`src/rtl/intr_blk_pkg.sv`:
```
package intr_blk_pkg;
  localparam int unsigned NUM_FLAGS = 4;
  localparam int unsigned FLAG_STI  = 0;
  localparam int unsigned FLAG_SS   = 1;
  localparam int unsigned FLAG_SMI  = 2;
  localparam int unsigned FLAG_NMI  = 3;

  // A word is legal when every bit above the flag field is zero.
  function automatic logic word_is_legal(input logic [31:0] w);
    return (w >> NUM_FLAGS) == 32'd0;
  endfunction

  // Zero-extend the flag field into a full state word.
  function automatic logic [31:0] pack_flags(input logic [NUM_FLAGS-1:0] f);
    logic [31:0] w;
    w = '0;
    w[NUM_FLAGS-1:0] = f;
    return w;
  endfunction

  function automatic logic maskable_blocked(input logic [NUM_FLAGS-1:0] f,
                                            input logic if_flag);
    return f[FLAG_STI] | f[FLAG_SS] | ~if_flag;
  endfunction

  function automatic logic nmi_gate(input logic [NUM_FLAGS-1:0] f,
                                    input logic vnmi);
    return (f[FLAG_NMI] & ~vnmi) | f[FLAG_SMI];
  endfunction
endpackage

```
`src/rtl/blk_flag.sv`:
```
// One state flag: restore has top priority, then set, then clear.
module blk_flag (
  input  logic clk,
  input  logic rst_n,
  input  logic set_i,
  input  logic clr_i,
  input  logic load_i,
  input  logic load_val_i,
  output logic q_o
);
  logic q_q;
  always_ff @(posedge clk) begin
    if (!rst_n)       q_q <= 1'b0;
    else if (load_i)  q_q <= load_val_i;
    else if (set_i)   q_q <= 1'b1;
    else if (clr_i)   q_q <= 1'b0;
  end
  assign q_o = q_q;
endmodule

```
`src/rtl/word_check.sv`:
```
module word_check #(
  parameter int unsigned WORD_W = 32
) (
  input  logic [WORD_W-1:0] word_i,
  input  logic              req_i,
  output logic              legal_o,
  output logic              take_o
);
  import intr_blk_pkg::*;
  logic [31:0] w32;
  always_comb begin
    w32 = '0;
    w32[WORD_W-1:0] = word_i;
  end
  assign legal_o = word_is_legal(w32);
  assign take_o  = req_i & legal_o;
endmodule

```
`src/rtl/intr_block_tracker.sv`:
```
module intr_block_tracker (
  input  logic        clk,
  input  logic        rst_n,
  input  logic        retire_i,
  input  logic        sti_i,
  input  logic        sti_prev_if_i,
  input  logic        ss_load_i,
  input  logic        nmi_deliver_i,
  input  logic        smi_deliver_i,
  input  logic        iret_i,
  input  logic        smm_enter_i,
  input  logic        smm_exit_i,
  input  logic        vnmi_mode_i,
  input  logic        if_flag_i,
  input  logic        restore_i,
  input  logic [31:0] restore_word_i,
  output logic        restore_ok_o,
  output logic [31:0] state_word_o,
  output logic        intr_blocked_o,
  output logic        nmi_blocked_o,
  output logic        smi_blocked_o
);
  import intr_blk_pkg::*;

  // Named event wires, also used by the checker.
  logic                 sti_shadow_ev;
  logic                 take_restore;
  logic [NUM_FLAGS-1:0] set_v, clr_v, flags;

  assign sti_shadow_ev = sti_i & ~sti_prev_if_i;

  always_comb begin
    set_v = '0;
    clr_v = '0;
    set_v[FLAG_STI] = sti_shadow_ev;
    clr_v[FLAG_STI] = retire_i;
    set_v[FLAG_SS]  = ss_load_i;
    clr_v[FLAG_SS]  = retire_i;
    set_v[FLAG_SMI] = smm_enter_i;
    clr_v[FLAG_SMI] = smm_exit_i;
    set_v[FLAG_NMI] = nmi_deliver_i | smi_deliver_i;
    clr_v[FLAG_NMI] = iret_i;
  end

  word_check #(.WORD_W(32)) u_check (
    .word_i  (restore_word_i),
    .req_i   (restore_i),
    .legal_o (restore_ok_o),
    .take_o  (take_restore)
  );

  for (genvar g = 0; g < NUM_FLAGS; g++) begin : g_flag
    blk_flag u_flag (
      .clk        (clk),
      .rst_n      (rst_n),
      .set_i      (set_v[g]),
      .clr_i      (clr_v[g]),
      .load_i     (take_restore),
      .load_val_i (restore_word_i[g]),
      .q_o        (flags[g])
    );
  end

  assign state_word_o   = pack_flags(flags);
  assign intr_blocked_o = maskable_blocked(flags, if_flag_i);
  assign nmi_blocked_o  = nmi_gate(flags, vnmi_mode_i);
  assign smi_blocked_o  = flags[FLAG_SMI];
endmodule

```
`config.mk`:
```
export PLATFORM = sky130hd
export DESIGN_NAME = intr_block_tracker
export DESIGN_NICKNAME = d
export VERILOG_FILES = /design/src/rtl/intr_blk_pkg.sv /design/src/rtl/blk_flag.sv /design/src/rtl/word_check.sv /design/src/rtl/intr_block_tracker.sv
export SDC_FILE = /design/constraint.sdc
export NUM_CORES = 1
export LEC_CHECK = 0
export ABC_AREA = 0
export BUFFER_PORTS_ARGS = -buffer_cell sky130_fd_sc_hd__buf_4
export CAP_MARGIN = 30
export CORE_UTILIZATION = 29
export CTS_CLUSTER_SIZE = 25
export DETAILED_ROUTE_END_ITERATION = 12
export PLACE_DENSITY = 0.76
export SYNTH_ARGS = -nofsm -noshare
export SYNTH_HDL_FRONTEND = slang
export SYNTH_SLANG_ARGS = --single-unit
```
`constraint.sdc`:
```
create_clock -name clk -period 2.45 [get_ports clk]
set_clock_uncertainty 0.05 [all_clocks]
set_input_delay 0.49 -clock clk [delete_from_list [all_inputs] [get_ports clk]]
set_output_delay 0.49 -clock clk [all_outputs]
set_load 0.005 [all_outputs]
```
==> results of run 1 <==
## power breakdown
part	internal [µW]	leakage (µW)	switching (µW)
Sequential	69.9	0.0000334	2.96
Clock	54.6	0.0000138	24.1
Combinational	62.4	0.000447	32.3
## metal layers
layer  global-route usage (%)  vias to the layer above
met3                     5.20                        6
met4                     12.1                        0
met2                     21.7                       45
met1                     13.2                      223
li1                         -                      281
met5                        0                        -
## synthesized netlist by cell type (2+ instances only)
master	n	share of area, %
nor2b_1	3	3.5
dfxtp_1	4	15
mux2i_1	4	7.4
nand2_1	7	4.9
buf_4	32	44
o21ai_0	2	1.8
or4_4	2	4.2
inv_1	4	2.8
nor4_1	6	6.9
## critical path, cell delays in order
cell	delay, ps
buf_4	110
or4_4	520
nor3_1	180
buf_4	130
## cell families after synthesis
kind of cell	Yosys count	synth area share, %
flops	4	14.8
mux	4	7.39
compound gates	5	5.78
other cells	1	0.692
buf+inv	37	49.2
simple gates	21	22.2
## how the worst max path moves through the flow
stage / end / slack, ps / depth (start not counted)
after global placement: restore_ok_o / 470 / 4
after floorplan: g_flag[3].u_flag.q_o$_SDFFE_PN0P_ / 550 / 4
after CTS: restore_ok_o / 470 / 4
after detailed placement: g_flag[2].u_flag.q_o$_SDFFE_PN0P_ / 450 / 4
final: restore_ok_o / 480 / 4
after global routing: restore_ok_o / 410 / 5
## layout make-up
class                   count  area, µm²
clock buffers               3       22.5
fillers                   182        902
inverters                   4       15.0
multi-input cells          58        297
flip-flops and latches      4       80.1
well taps                  25       31.3
repair buffers             53        398
## per-stage QoR
step                setup slack, ps  hold WS [ps]  cell area (µm²)  util [%]  std cells
CTS                             474           456              843      48.3        147
global route                    406           467              843      48.3        147
floorplan                       547           521              643         -         99
global placement                467           553              821      47.0        144
detailed placement              453           559              821      47.0        144
finish                          484           463              843      48.3        147
==> reports/metrics.csv, run 1 <==
metric,value,unit
wl on met1,505,µm
Die W,45.2,µm
DRC violations left,0,
power density cells,292,mW/mm²
count of cell types in the netlist,17,
routed wl met2,626,µm
total CTS buffers,3,
FP Rows,15,
WL per Instance,9.16,µm
chip height,45.2,µm
CTS Sinks,4,
Mapped Cells,72,
vias in the first global route,491,
Post-synth top flop,dfxtp_1,
Bufs on Longest Clock Path,2,
Final TNS setup,0,ps
Synth Register Bits,4,
hold_buf cts,0,
die area,0.00204,mm²
nets,170,
"Hold Vio Cnt, Final",0,
GPL Wtd Cong,0.762,
# Post-CTS Setup Buffers,0,
antenna violations before repair,0,
CTS Root Cell,clkbuf_4,
max-cap violations,0,
HP Class,input pin to flop,
Core ar.,0.00175,mm²
Initial DRC Count,2,
Crit Path Class,input pin to output port,
FMAX,0.509,GHz
fin crit share,80.3,%
Synth Warn #,0,
Synth-to-Final Area Change,55.7,%
share of cells above drive strength 1,47.5,%
maximum vdd drop,0.0000900,V
worst r2r src,g_flag[3].u_flag.q_o$_SDFFE_PN0P_,
Reg2Reg Setup Slack,1500,ps
Initial Utilization,31.0,%
GRT Overall Usage,13.5,%
PortBufs,53,
max-slew violation count,0,
worst reg2reg endpoint,g_flag[3].u_flag.q_o$_SDFFE_PN0P_,
CP endpoint kind,output port,
Worst Path Max Fanout,2,
total power,246,µW
WHS Endpoint,g_flag[0].u_flag.q_o$_SDFFE_PN0P_,
max reg flops,4,
largest net degree at the start of global routing,9,
DR vias,555,
share of flip-flops with an asynchronous set or reset,0,%
status,"complete, no violations",
CTS tree,built,
Clock transition at path regs,30,ps
Post-synth EDFFs,0,
Tmin final,1970,ps
Critical Path Source Type,input pin,
first-pass GRT wire length,1960,µm
GRT overflow,0,
Min-Delay Startpoint,restore_word_i[0],
Final setup viols,0,
IO Count,82,
Critical Path RT,1910,ps
DRT Pass-1 Iters,3,
critical path startpoint,restore_word_i[31],
via/cell ratio,3.78,
n_diodes,0,
hold depth,3,
most frequent cells in the layout,"53 x buf_4, 28 x conb_1, 7 x nand2_1",
Post-Syn Area,542,µm²
Post-DP HPWL,1200,µm
Met3 Wirelength,180,µm
Pleak,0.000494,µW
syn avg cell area,7.52,µm²
RSZ-0062 raised after global routing,false,
sequential share of the synthesized area,14.8,%
H-Tree Depth,1,
max layer used,met4,
Resized cells post-CTS,0,
reg2reg path depth,3,
latest clock arrival within the worst-skew pair,230,ps
ANT nets after route,0,
Routed WL,1350,µm
"commonest non-fill, non-tap cell in the layout",buf_4,
CP arrival,1430,ps
No activity file was read; power rests on OpenSTA's default activity.
==> run 2, diff against run 1 <==
--- a/config.mk
+++ b/config.mk
@@ -8,10 +8,10 @@
 export ABC_AREA = 0
 export BUFFER_PORTS_ARGS = -buffer_cell sky130_fd_sc_hd__buf_4
 export CAP_MARGIN = 30
-export CORE_UTILIZATION = 29
+export CORE_UTILIZATION = 26
 export CTS_CLUSTER_SIZE = 25
 export DETAILED_ROUTE_END_ITERATION = 12
-export PLACE_DENSITY = 0.76
+export PLACE_DENSITY = 0.72
 export SYNTH_ARGS = -nofsm -noshare
 export SYNTH_HDL_FRONTEND = slang
 export SYNTH_SLANG_ARGS = --single-unit
==> constraint.sdc (replaced) <==
create_clock -name clk -period 1.8 [get_ports clk]
set_clock_uncertainty 0.05 [all_clocks]
set_input_delay 0.36 -clock clk [delete_from_list [all_inputs] [get_ports clk]]
set_output_delay 0.36 -clock clk [all_outputs]
set_load 0.005 [all_outputs]
==> reports/metrics.csv, run 2 (synthesis gave the netlist of run 1 again) <==
metric,value,unit,change
WHS Endpoint,g_flag[2].u_flag.q_o$_SDFFE_PN0P_,,
Worst path most repeated cell,buf_4,,
max-cap violations,0,,unchanged
Initial DRC Count,6,,+4
die area,0.00227,mm²,+11%
DRC violations left,0,,unchanged
Worst Path Max Fanout,2,,unchanged
"CP delay by family, top",simple AND/OR/NAND/NOR gates,,
Clock transition at path regs,40,ps,about the same
power density cells,388,mW/mm²,+33%
most frequent cells in the layout,"53 x buf_4, 28 x conb_1, 7 x nand2_1",,
Critical Path RT,1390,ps,-520 ps
CTS Sinks,4,,unchanged
Pleak,0.000505,µW,+2.1%
largest net degree at the start of global routing,9,,unchanged
GPL Wtd Cong,0.626,,-18%
Final setup viols,0,,unchanged
FMAX,0.581,GHz,
via/cell ratio,3.87,,+2.6%
DRT Pass-1 Iters,4,,+1
FP Rows,16,,+1
Crit Path Class,input pin to output port,,
worst reg2reg endpoint,g_flag[3].u_flag.q_o$_SDFFE_PN0P_,,
cell area after placement,831,µm²,+1.2%
ANT nets after route,0,,unchanged
total power,351,µW,+43%
n_diodes,0,,unchanged
Routed WL,1380,µm,+2.1%
H-Tree Depth,1,,unchanged
"Hold Vio Cnt, Final",0,,unchanged
vias in the first global route,367,,-25%
GRT overflow,0,,unchanged
worst r2r src,g_flag[3].u_flag.q_o$_SDFFE_PN0P_,,
Core ar.,0.00196,mm²,+12%
IO Count,82,,unchanged
chip height,47.6,µm,+5.4%
Layout Cells excl Fill,150,,+2.0%
fin area,905,µm²,+7.3%
reg2reg path depth,3,,unchanged
Die W,47.6,µm,+5.4%
hold_buf cts,0,,unchanged
Synth-to-Final Area Change,67.0,%,
nets,171,,+0.59%
max-slew violation count,0,,unchanged
GRT Overall Usage,8.64,%,-4.8 points
first-pass GRT wire length,1350,µm,-31%
Initial Utilization,27.6,%,-3.4 points
total CTS buffers,3,,unchanged
max reg flops,4,,unchanged
CTS Root Cell,clkbuf_4,,
Worst Path Buf+Inv,2,,unchanged
CP cell instances,buf_4 -> or4_4 -> nor3_2 -> buf_4,,
CP arrival,1310,ps,-120 ps
DR vias,581,,+4.7%
"commonest non-fill, non-tap cell in the layout",buf_4,,
Cells after DPL,147,,+2.1%
CTS tree,built,,
fin crit share,95.6,%,
status,"complete, no violations",,
Bufs on Longest Clock Path,2,,unchanged
"Slowest-stage cell, CP",or4_4,,
maximum vdd drop,0.000209,V,+130%
Critical Path Source Type,input pin,,
Reg2Reg Setup Slack,900,ps,-600 ps
WL per Instance,9.17,µm,about the same
final worst slack,79.7,ps,-404 ps
CP endpoint kind,output port,,
"worst slack, placed",-69.4,ps,-523 ps
share of cells above drive strength 1,52.0,%,+4.5 points
PortBufs,53,,unchanged
antenna violations before repair,0,,unchanged
slowest cell delay on critical path,530,ps,about the same
hold depth,3,,unchanged
latest clock arrival within the worst-skew pair,240,ps,about the same
Min-Delay Startpoint,restore_word_i[2],,
HP Class,input pin to flop,,
Post-DP HPWL,1090,µm,-9.2%
Tmin final,1720,ps,
-- run 2: cell count changes in the layout (fill, tap and decap cells not counted), sizes merged --
cell and change:
buf +1
-- run 2: layout make-up --
type	instances	area (µm²)
clock buffers	3	22.5
fillers	194	1060
inverters	4	15.0
multi-input cells	58	344
flip-flops and latches	4	80.1
well taps	27	33.8
repair buffers	54	409
-- run 2: timing repair --
item                       CTS  global route
setup endpoints to repair    1             1
setup buffers                0             1
resized for setup            1             7
pin swaps                    1             4
-- run 2: routing by layer --
metal / vias up / share of wire [%] / global-route usage (%)
met5: - / 0 / 0
met4: 0 / 1.2 / 5.00
met3: 2 / 17 / 1.51
met2: 55 / 51 / 18.1
met1: 242 / 31 / 7.40
li1: 282 / - / -
-- run 2: how the worst max path moves through the flow --
stage / cells past startpoint / end / startpoint / slack [ps]
floorplan: 4 / g_flag[3].u_flag.q_o$_SDFFE_PN0P_ / restore_word_i[31] / 30
global placement: 4 / g_flag[3].u_flag.q_o$_SDFFE_PN0P_ / restore_word_i[31] / -50
detailed placement: 4 / g_flag[2].u_flag.q_o$_SDFFE_PN0P_ / restore_word_i[31] / -70
CTS: 6 / restore_ok_o / restore_word_i[17] / 8
global route: 6 / g_flag[2].u_flag.q_o$_SDFFE_PN0P_ / restore_word_i[9] / -30
finish: 4 / restore_ok_o / restore_word_i[31] / 80
-- run 2: power by group --
group / total [µW] / switching (µW) / internal, µW
clock network: 112 / 37.2 / 74.6
logic: 140 / 51.4 / 88.3
registers: 99.5 / 4.44 / 95.0
-- run 2: tightest hold or removal path: cells and delay by family --
family                 cells  cell delay (ps)
buffers and inverters      1              110
muxes                      1               50
and+or+nand+nor            1               50
-- run 2: metrics by stage --
step | utilization (%) | setup TNS (ps) | hold WS (ps)
2_1_floorplan | - | 0 | 449
3_3_place_gp | 42.3 | -188 | 556
3_5_place_dp | 42.3 | -278 | 560
4_1_cts | 43.8 | 0 | 334
5_1_grt | 46.1 | -91.1 | 344
6_report | 46.1 | 0 | 334
